--- config.mk ---
export PLATFORM = sky130hd
export DESIGN_NAME = byte_prefetch_queue
export DESIGN_NICKNAME = d
export VERILOG_FILES = /design/src/rtl/pfq_pkg.sv /design/src/rtl/pfq_fifo.sv /design/src/rtl/pfq_fetch.sv /design/src/rtl/pfq_status.sv /design/src/rtl/byte_prefetch_queue.sv
export SDC_FILE = /design/constraint.sdc
export NUM_CORES = 1
export LEC_CHECK = 0
export ABC_AREA = 1
export BUFFER_PORTS_ARGS = -buffer_cell sky130_fd_sc_hd__buf_2
export CAP_MARGIN = 10
export CORE_ASPECT_RATIO = 0.75
export CORE_UTILIZATION = 58
export CTS_BUF_LIST = sky130_fd_sc_hd__clkbuf_4
export CTS_CLUSTER_SIZE = 14
export DETAILED_ROUTE_END_ITERATION = 8
export GPL_TIMING_DRIVEN = 0
export PLACE_DENSITY = 0.82
export SYNTH_ARGS = -nofsm -noshare
export SYNTH_HDL_FRONTEND = slang
export SYNTH_SLANG_ARGS = --single-unit
--- constraint.sdc ---
create_clock -name clk -period 2.6 [get_ports clk]
set_clock_uncertainty 0.05 [all_clocks]
set_input_delay 0.13 -clock clk [delete_from_list [all_inputs] [get_ports clk]]
set_output_delay 0.13 -clock clk [all_outputs]
set_load 0.01 [all_outputs]
--- src/rtl/pfq_pkg.sv ---
// Package: shared types of the byte prefetch queue.
// Assumes: the two-bit queue operation code is decoded by the consumer side.
package pfq_pkg;
    typedef enum logic [1:0] {
        QOP_NONE  = 2'b00,
        QOP_FIRST = 2'b01,
        QOP_FLUSH = 2'b10,
        QOP_NEXT  = 2'b11
    } qop_e;
endpackage

--- src/rtl/pfq_fifo.sv ---
// Module: circular byte store for the prefetch queue.
// Assumes: the caller never pushes when full and never pops when empty;
// clear wins over push and pop in the same cycle.
module pfq_fifo #(
    parameter int DEPTH  = 6,
    parameter int DATA_W = 8,
    parameter int CNT_W  = $clog2(DEPTH + 1)
) (
    input  logic              clk,
    input  logic              rst_n,
    input  logic              clr,
    input  logic              push,
    input  logic [DATA_W-1:0] din,
    input  logic              pop,
    output logic [DATA_W-1:0] dout,
    output logic [CNT_W-1:0]  count
);
    localparam int PTR_W = (DEPTH > 1) ? $clog2(DEPTH) : 1;
    localparam logic [PTR_W-1:0] LAST = PTR_W'(DEPTH - 1);

    logic [PTR_W-1:0]  wr_ptr, rd_ptr;
    logic [DATA_W-1:0] slot_view [DEPTH];

    function automatic logic [PTR_W-1:0] bump(input logic [PTR_W-1:0] p);
        return (p == LAST) ? '0 : p + 1'b1;
    endfunction

    // One storage register per entry, written when the write pointer selects it.
    for (genvar i = 0; i < DEPTH; i++) begin : g_slot
        logic [DATA_W-1:0] slot_q;
        always_ff @(posedge clk) begin
            if (push && !clr && wr_ptr == PTR_W'(i)) slot_q <= din;
        end
        assign slot_view[i] = slot_q;
    end

    assign dout = slot_view[rd_ptr];

    // Pointers and occupancy follow push, pop and clear.
    always_ff @(posedge clk) begin
        if (!rst_n || clr) begin
            wr_ptr <= '0;
            rd_ptr <= '0;
            count  <= '0;
        end else begin
            if (push) wr_ptr <= bump(wr_ptr);
            if (pop)  rd_ptr <= bump(rd_ptr);
            case ({push, pop})
                2'b10:   count <= count + 1'b1;
                2'b01:   count <= count - 1'b1;
                default: count <= count;
            endcase
        end
    end

    // Occupancy never wraps past the depth.
    p_count_bound_r10: assert property (@(posedge clk) disable iff (!rst_n)
        count <= CNT_W'(DEPTH));
endmodule

--- src/rtl/pfq_fetch.sv ---
// Module: fetch pointer and single outstanding byte read.
// Assumes: memory answers each accepted request exactly once, in a later
// cycle; a redirect while a read is outstanding marks its answer stale.
module pfq_fetch #(
    parameter int              ADDR_W     = 16,
    parameter logic [ADDR_W-1:0] RESET_ADDR = '0
) (
    input  logic              clk,
    input  logic              rst_n,
    input  logic              bus_grant,
    input  logic              room_ok,
    input  logic              redirect,
    input  logic [ADDR_W-1:0] redirect_addr,
    input  logic              rsp_valid,
    output logic              req_valid,
    output logic [ADDR_W-1:0] req_addr,
    output logic              rsp_keep
);
    logic ptr_pending;
    logic ptr_stale;
    logic [ADDR_W-1:0] ptr_q;

    // Issue in a free memory cycle with room and nothing outstanding.
    assign req_valid = bus_grant && room_ok && !redirect && !ptr_pending;
    assign req_addr  = ptr_q;
    // Keep a response only if it belongs to the current fetch stream.
    assign rsp_keep  = rsp_valid && ptr_pending && !ptr_stale && !redirect;

    // Track the pointer, the outstanding read and its staleness.
    always_ff @(posedge clk) begin
        if (!rst_n) begin
            ptr_q       <= RESET_ADDR;
            ptr_pending <= 1'b0;
            ptr_stale   <= 1'b0;
        end else if (redirect) begin
            ptr_q <= redirect_addr;
            if (ptr_pending && !rsp_valid) begin
                ptr_stale <= 1'b1;
            end else begin
                ptr_pending <= 1'b0;
                ptr_stale   <= 1'b0;
            end
        end else begin
            if (rsp_valid) begin
                ptr_pending <= 1'b0;
                ptr_stale   <= 1'b0;
            end
            if (req_valid) begin
                ptr_pending <= 1'b1;
                ptr_q       <= ptr_q + 1'b1;
            end
        end
    end

    // A request is always followed by a cycle without one (one read at a time).
    p_req_spacing_r2: assert property (@(posedge clk) disable iff (!rst_n)
        req_valid |=> !req_valid);
    // Responses arrive only for an outstanding read.
    p_rsp_needs_read_r6: assert property (@(posedge clk) disable iff (!rst_n)
        rsp_valid |-> ptr_pending);
    // Requests need a granted cycle.
    p_req_granted_r2: assert property (@(posedge clk) disable iff (!rst_n)
        req_valid |-> (bus_grant && !redirect));
endmodule

--- src/rtl/pfq_status.sv ---
// Module: encodes the queue operation of each cycle into a registered code.
// Assumes: take_ok is already qualified with a non-empty queue.
module pfq_status
    import pfq_pkg::*;
(
    input  logic clk,
    input  logic rst_n,
    input  logic flush,
    input  logic take_ok,
    input  logic first,
    output qop_e op_q
);
    // Flush outranks a take; an idle cycle reports no operation.
    always_ff @(posedge clk) begin
        if (!rst_n)       op_q <= QOP_NONE;
        else if (flush)   op_q <= QOP_FLUSH;
        else if (take_ok) op_q <= first ? QOP_FIRST : QOP_NEXT;
        else              op_q <= QOP_NONE;
    end
endmodule

--- src/rtl/byte_prefetch_queue.sv ---
// Module: byte prefetch queue with branch flush (top).
// Fetches one byte at a time in granted memory cycles while at least
// MIN_FREE entries are free, hands bytes to the consumer, and flushes on
// redirect. Assumes a single outstanding read and in-order memory answers.
module byte_prefetch_queue
    import pfq_pkg::*;
#(
    parameter int                ADDR_W     = 16,
    parameter int                DATA_W     = 8,
    parameter int                DEPTH      = 6,
    parameter int                MIN_FREE   = 2,
    parameter logic [ADDR_W-1:0] RESET_ADDR = '0
) (
    input  logic              clk,
    input  logic              rst_n,
    input  logic              bus_grant,
    output logic              fetch_req,
    output logic [ADDR_W-1:0] fetch_addr,
    input  logic              fetch_rsp_valid,
    input  logic [DATA_W-1:0] fetch_rsp_data,
    input  logic              redirect,
    input  logic [ADDR_W-1:0] redirect_addr,
    input  logic              take,
    input  logic              take_first,
    output logic              head_valid,
    output logic [DATA_W-1:0] head_byte,
    output logic [1:0]        queue_op
);
    localparam int CNT_W = $clog2(DEPTH + 1);
    localparam logic [CNT_W-1:0] ROOM_LIMIT = CNT_W'(DEPTH - MIN_FREE);
    localparam logic [CNT_W-1:0] FILL_MAX   = CNT_W'(DEPTH - MIN_FREE + 1);

    logic [CNT_W-1:0] fill_count;
    logic             room_ok;
    logic             rsp_keep;
    logic             take_ok;
    qop_e             op_q;

    assign head_valid = (fill_count != '0);
    assign room_ok    = (fill_count <= ROOM_LIMIT);
    assign take_ok    = take && head_valid && !redirect;
    assign queue_op   = op_q;

    pfq_fifo #(.DEPTH(DEPTH), .DATA_W(DATA_W), .CNT_W(CNT_W)) u_fifo (
        .clk   (clk),
        .rst_n (rst_n),
        .clr   (redirect),
        .push  (rsp_keep),
        .din   (fetch_rsp_data),
        .pop   (take_ok),
        .dout  (head_byte),
        .count (fill_count)
    );

    pfq_fetch #(.ADDR_W(ADDR_W), .RESET_ADDR(RESET_ADDR)) u_fetch (
        .clk           (clk),
        .rst_n         (rst_n),
        .bus_grant     (bus_grant),
        .room_ok       (room_ok),
        .redirect      (redirect),
        .redirect_addr (redirect_addr),
        .rsp_valid     (fetch_rsp_valid),
        .req_valid     (fetch_req),
        .req_addr      (fetch_addr),
        .rsp_keep      (rsp_keep)
    );

    pfq_status u_status (
        .clk     (clk),
        .rst_n   (rst_n),
        .flush   (redirect),
        .take_ok (take_ok),
        .first   (take_first),
        .op_q    (op_q)
    );

    // Checker state: last issued address and whether a redirect came since.
    logic              chk_seen;
    logic              chk_redir;
    logic [ADDR_W-1:0] chk_last;
    logic [ADDR_W-1:0] chk_target;

    // Records each request and the most recent redirect target.
    always_ff @(posedge clk) begin
        if (!rst_n) begin
            chk_seen   <= 1'b0;
            chk_redir  <= 1'b0;
            chk_last   <= '0;
            chk_target <= '0;
        end else if (redirect) begin
            chk_redir  <= 1'b1;
            chk_target <= redirect_addr;
        end else if (fetch_req) begin
            chk_seen  <= 1'b1;
            chk_redir <= 1'b0;
            chk_last  <= fetch_addr;
        end
    end

    // Requests step by one, or start at the reset address or redirect target.
    p_addr_step_r3: assert property (@(posedge clk) disable iff (!rst_n)
        fetch_req |-> (chk_redir ? fetch_addr == chk_target :
                       chk_seen  ? fetch_addr == chk_last + 1'b1 :
                                   fetch_addr == RESET_ADDR));
    // A redirect leaves the queue empty.
    p_flush_empties_r5: assert property (@(posedge clk) disable iff (!rst_n)
        redirect |=> !head_valid);
    // A redirect is reported as 10, also with a take in the same cycle.
    p_flush_code_r8: assert property (@(posedge clk) disable iff (!rst_n)
        redirect |=> (queue_op == 2'b10));
    // A first-byte take is reported as 01.
    p_first_code_r7: assert property (@(posedge clk) disable iff (!rst_n)
        (take && take_first && head_valid && !redirect) |=> (queue_op == 2'b01));
    // A take on an empty queue is reported as no operation.
    p_empty_take_r9: assert property (@(posedge clk) disable iff (!rst_n)
        (take && !head_valid && !redirect) |=> (queue_op == 2'b00));
    // Occupancy stays at or under the fill limit.
    p_no_overflow_r10: assert property (@(posedge clk) disable iff (!rst_n)
        fill_count <= FILL_MAX);
endmodule

# Word level (Yosys, flattened, before mapping)
# Index checks and enable logic that the tools add are counted.
# word_totals
register_bits	77
latchBits	0
mem_bits_rw	0
rom_bits	0
in_bits	31
output_inout_bits	28
word_cells	80
mem_count	0
# classes
add_sub_neg	5
mul	0
div	0
n_lt_le_gt_ge	2
eq_ne	9
n_shift	0
n_mux	17
n_bitwise	3
reduce_logical	30
# ops
cell	n
$mux 16	2
$bmux 8 s3	1
$add 16x1->16 const B	1
$logic_and 1x1->1	16
$mux 8	2
$add 3x1->3 const B	3
$eq 3x3->1 const B	3
$eq 3x2->1 const B	2
$mux 1	6
$mux 2	3
$mux 3	2
$pmux 3 s2	1
$reduce_bool 2->1	3
$reduce_bool 3->1	2
$logic_not 1->1	5
$ge 4x4->1 const B	1
$not 3->4	1
$eq 3x1->1 const B	1
$le 3x3->1 const B	1
$logic_not 3->1	1
$reduce_or 3->1	1
$sub 3x1->3 const B	1
$eq 2x1->1 const B	1
$eq 2x2->1 const B	1
other kinds (4)	5

# Logic depth before layout (Yosys ltp)
# logic_depth
ltp_word	6
ltp_mapped	11
mapped_depth_nobuf	11

# Hierarchy
# Synthesis repeated with hierarchy kept, for this count alone.
# hier_totals
hier_cells	417
hier_area_um2	3652.3
# modules_own_cells
module	n_inst	cells_per_inst	area_per_inst_um2	seq_area_each_um2
pfq_fifo	1	213	2352.3	1621.6
pfq_fetch	1	189	1201.2	360.3
pfq_status	1	8	63.8	40.0
byte_prefetch_queue	1	7	35.0	0.0

# Worst setup path before layout
# Ideal clock, no wire load.
# synth_path
path_type	register to register
from	reg u_fetch.ptr_pending
to	reg u_fifo.g_slot[2].slot_q[0], enable pin
setup_time_ps	395
arrival_time_ps	1490
required_time_ps	2155
path_slack_ps	665
stages_incl_launch_ff	4
path_buffers	1
synth_period_minus_slack_ps	1935
cell_sequence	dfxtp_1 > nand3_1 > buf_2 > nor4_1
# synth_between
elab_chain_cells	5
# synth_rtl
element	line	text
start, declared	pfq_fetch.sv:19	logic ptr_pending;
start signal, assigned	pfq_fetch.sv:33	ptr_pending <= 1'b0;
start signal, assigned	pfq_fetch.sv:40	ptr_pending <= 1'b0;
start signal, assigned	pfq_fetch.sv:45	ptr_pending <= 1'b0;
$logic_and 1x1->1 (3 in a row)	pfq_fetch.sv:27	assign rsp_keep = rsp_valid && ptr_pending && !ptr_stale && !redirect;
$logic_and 1x1->1 (2 in a row)	pfq_fifo.sv:32	if (push && !clr && wr_ptr == PTR_W'(i)) slot_q <= din;
end signal, assigned	pfq_fifo.sv:32	
end, declared	pfq_fifo.sv:30	logic [DATA_W-1:0] slot_q;
# No other way between the ends.
# A chain may end at the register's enable or synchronous reset.

# Worst setup path in the final report
# layout_path
from	reg u_fifo.rd_ptr[0]
to	out head_byte[7]
# layout_between
elab_chain_cells	4
# layout_rtl
element	line	text
start, declared	pfq_fifo.sv:21	logic [PTR_W-1:0] wr_ptr, rd_ptr;
start signal, assigned	pfq_fifo.sv:47	if (pop) rd_ptr <= bump(rd_ptr);
$not 3->4 (not written as such)	pfq_fifo.sv:37	assign dout = slot_view[rd_ptr];
$bmux 8 s3	pfq_fifo.sv:37	
$mux 8 (not written as such) (2 in a row)	pfq_fifo.sv:37	
end, declared	byte_prefetch_queue.sv:26	output logic [DATA_W-1:0] head_byte,
# No other way between the ends. The select of a mux whose other input is x is not followed.

==> flow_summary.toml <==
[status]
run_status = "finished, final reports clean"

[finish]
multiInputGateArea_um2 = 1350
seq_area_um2 = 2020
final_nets = 546
area.growth.synth_to_final_pct = 23.3
insertedDiodeCount = 0
fill_cells = 410
postLayoutCellArea_um2 = 4460
drive_above_1_share = 0.194

[synthesis]
netlist.area_leader.share = 0.398
synth_seq_cells = 77
synth_largest_area_cell = "edfxtp_1"
ys_warn_count = 0
synth_area_leaders = "edfxtp_1 40%, dfxtp_1 16%, nand2_1 12%"
synth_cell_types = 30
syn_inst = 416
syn-num-nets = 451
syn_area_per_cell_um2 = 8.70
ys_seq_area_frac = 0.559
netlist_area_um2 = 3620

[min_path]
hold_start = "redirect"
hp-class = "input pin to flip-flop"

[power]
power_mw = 2.47
power.density_nw_per_um2 = 553
max-vdd-ir-drop_mv = 0.331
p_leak_nw = 1.88

[timing]
maxSlewViolCount = 0
fmax_mhz = 465
worst_pin_slew_ps = 904
finalCriticalPeriod_ps = 2150
fin_tns_setup_ps = 0
rsz0062_at_grt = "false"
maxSlewHeadroom = 0.395
hold_viol = 0
setup_ws_ps = 450
hold_slack_ps = 23.8
setup_violations = 0
period_share = 0.827

[place]
place_area_um2 = 4010
post-place-ws_ps = 392
gp_congestion = 0.883
port_buffers = 56
dp_hpwl_mm = 5.91

[clocking]
cts_max_level = 3
cts_made_buffers = 9
holdBufCountCts = 25
cts_setup_buffers = 0
worstSkewPairLatency_ps = 420
cts_resized = 0
cts_tree = "done"
clk_transition_reported_paths_ps = 120
cts_root_buf = "clkbuf_4"
clkSinkCount = 77
clock_path_buffers = 2

[floorplanning]
die_h_um = 70.4
pin_count = 59
die_w_um = 93.2
core_area_um2 = 5920
fp.dieArea_um2 = 6560
rows = 24
start_util = 0.611

[global_routing]
track_usage = 0.294
grt_pass1_wl_mm = 14.4
grt_max_degree = 15
overflow = 0
grt_pass1_vias = 3066
antenna_found_initial = 0

[worst_setup_path]
cp_common_cell = "nand2_1"
start_kind = "flip-flop"
crit_path_cell_trace = "buf_2 -> nand2_1 -> clkinv_1 -> nand2_1 -> nand2_1 -> o21ai_1 -> o21ai_0 -> buf_2"
crit_family = "buffers and inverters"
r2r_end = "u_fifo.count[2]$_SDFFE_PP0P_"
crit_fanout = 10
worstSetupStartpoint = "u_fifo.rd_ptr[0]$_SDFFE_PP0N_"
end_kind = "primary output"
r2r_start = "u_fifo.count[2]$_SDFFE_PP0P_"
cp-endpoint = "head_byte[7]"
regToRegSetupSlack_ps = 450
rr_worst_depth = 11
critPathArrivalTime_ps = 1970
path_class = "flip-flop to primary output"
crit_buf_inv = 3
cp.depth = 8
cp.required_ps = 2420
cp_slowest_cell = "dfxtp_1"
cp_slowest_stage_delay_ps = 320

[drt]
viasPerCell = 5.51
wl_per_cell_um = 14.8
first_iter_violations = 359
ant_nets = 0
dr_total_vias = 3271
drtPass1Iterations = 5
wl_mm = 8.78
drc = 0

[flow_run]
cap_violations = 0
==> synthesized netlist by cell type <==
cell / instances
a211oi_1: 1
a21oi_1: 28
a21oi_4: 1
a22oi_1: 2
buf_2: 7
buf_6: 3
clkbuf_1: 4
clkinv_1: 1
dfxtp_1: 29
edfxtp_1: 48
fa_1: 1
ha_1: 3
inv_1: 41
inv_2: 4
nand2_1: 111
nand2_2: 3
nand3_1: 39
nand3_2: 3
nand4_1: 5
nor2_1: 34
nor2_2: 1
nor2_4: 2
nor3_1: 4
nor4_1: 2
o21a_1: 3
o21ai_0: 26
o21ai_1: 4
o21bai_1: 3
xnor2_1: 1
xor2_1: 2
==> cell families (layout without fill, tap and decap cells) <==
group | after synthesis | in the layout | share of synthesized area
xor+xnor | 3 | 3 | 0.00727
simple gates | 204 | 204 | 0.244
compound gates | 68 | 68 | 0.103
flops | 77 | 77 | 0.559
buf+inv | 60 | 160 | 0.0709
fa+ha+maj | 4 | 4 | 0.0159
==> power breakdown <==
group | internal (mW) | switching, mW | leakage [nW] | total [mW]
logic | 0.0929 | 0.109 | 1.11 | 0.202
registers | 1.32 | 0.0283 | 0.669 | 1.34
clock network | 0.499 | 0.420 | 0.101 | 0.919
==> area by class of cell <==
class	instances	share of cell area
well taps	78	0.0219
flip-flops and latches	77	0.453
multi-input cells	279	0.302
inverters	46	0.0387
plain buffers	14	0.0188
clock inverters	6	0.0253
clock buffers	10	0.0168
repair buffers	84	0.123
==> cell usage in the layout, fill, tap and decap left out <==
| master | n |
|---|---|
| nand2_2 | 3 |
| a21oi_1 | 28 |
| edfxtp_1 | 48 |
| fa_1 | 1 |
| clkinv_4 | 2 |
| a22oi_1 | 2 |
| nor3_1 | 4 |
| nor2_1 | 34 |
| bufinv_16 | 3 |
| buf_2 | 64 |
| clkbuf_1 | 4 |
| inv_2 | 4 |
| buf_6 | 3 |
| ha_1 | 3 |
| a21oi_4 | 1 |
| buf_4 | 1 |
| o21ai_1 | 4 |
| nand2_1 | 111 |
| a211oi_1 | 1 |
| o21bai_1 | 3 |
| xnor2_1 | 1 |
| nand3_1 | 39 |
| o21ai_0 | 26 |
| dlygate4sd3_1 | 25 |
| xor2_1 | 2 |
| inv_1 | 41 |
| nand3_2 | 3 |
| nor2_2 | 1 |
| clkbuf_4 | 11 |
| clkinv_2 | 1 |
| dfxtp_1 | 29 |
| nand4_1 | 5 |
| nor4_1 | 1 |
| nor4_2 | 1 |
| clkinv_1 | 1 |
| nor2_4 | 2 |
| o21a_1 | 3 |
==> how the worst min path moves through the flow <==
stage,endpoint,cells past startpoint
after floorplan,u_fetch.ptr_stale$_SDFFE_PN0N_,1
after global placement,u_fetch.ptr_stale$_SDFFE_PN0N_,2
after detailed placement,u_fetch.ptr_stale$_SDFFE_PN0N_,2
after CTS,u_fetch.ptr_stale$_SDFFE_PN0N_,3
after global routing,u_fetch.req_addr[1]$_SDFFE_PN0P_,3
final,u_fetch.req_addr[15]$_SDFFE_PN0P_,5
==> sequential cells by signal (all words and copies together) (netlist names) <==
name / cells
u_fifo.rd_ptr: 3
u_fetch.ptr_pending: 1
u_status.op_q: 2
u_fetch.ptr_stale: 1
u_fifo.g_slot.slot_q: 48
u_fetch.req_addr: 16
u_fifo.count: 3
u_fifo.wr_ptr: 3
==> stage by stage <==
step	utilization	instances
global route	0.754	594
finish	0.754	594
floorplan	-	416
global placement	0.675	550
CTS	0.752	592
detailed placement	0.678	551
==> worst reg2reg max path: stages (launching register included) <==
cell and delay, ps:
dfxtp_1 430, inv_1 90, nand3_1 140, nand3_2 140, inv_2 110, ha_1 140, inv_1 70, fa_1 380
a21oi_1 140, o21ai_0 120, a21oi_1 150, o21a_1 140
==> layer usage <==
layer | vias up | track usage | part of all wire
li1 | 1575 | - | -
met1 | 1468 | 0.415 | 0.43
met2 | 198 | 0.426 | 0.44
met3 | 30 | 0.0730 | 0.11
met4 | 0 | 0.135 | 0.027
met5 | - | 0 | 0
Note: power is estimated with default switching activity, not from simulation.
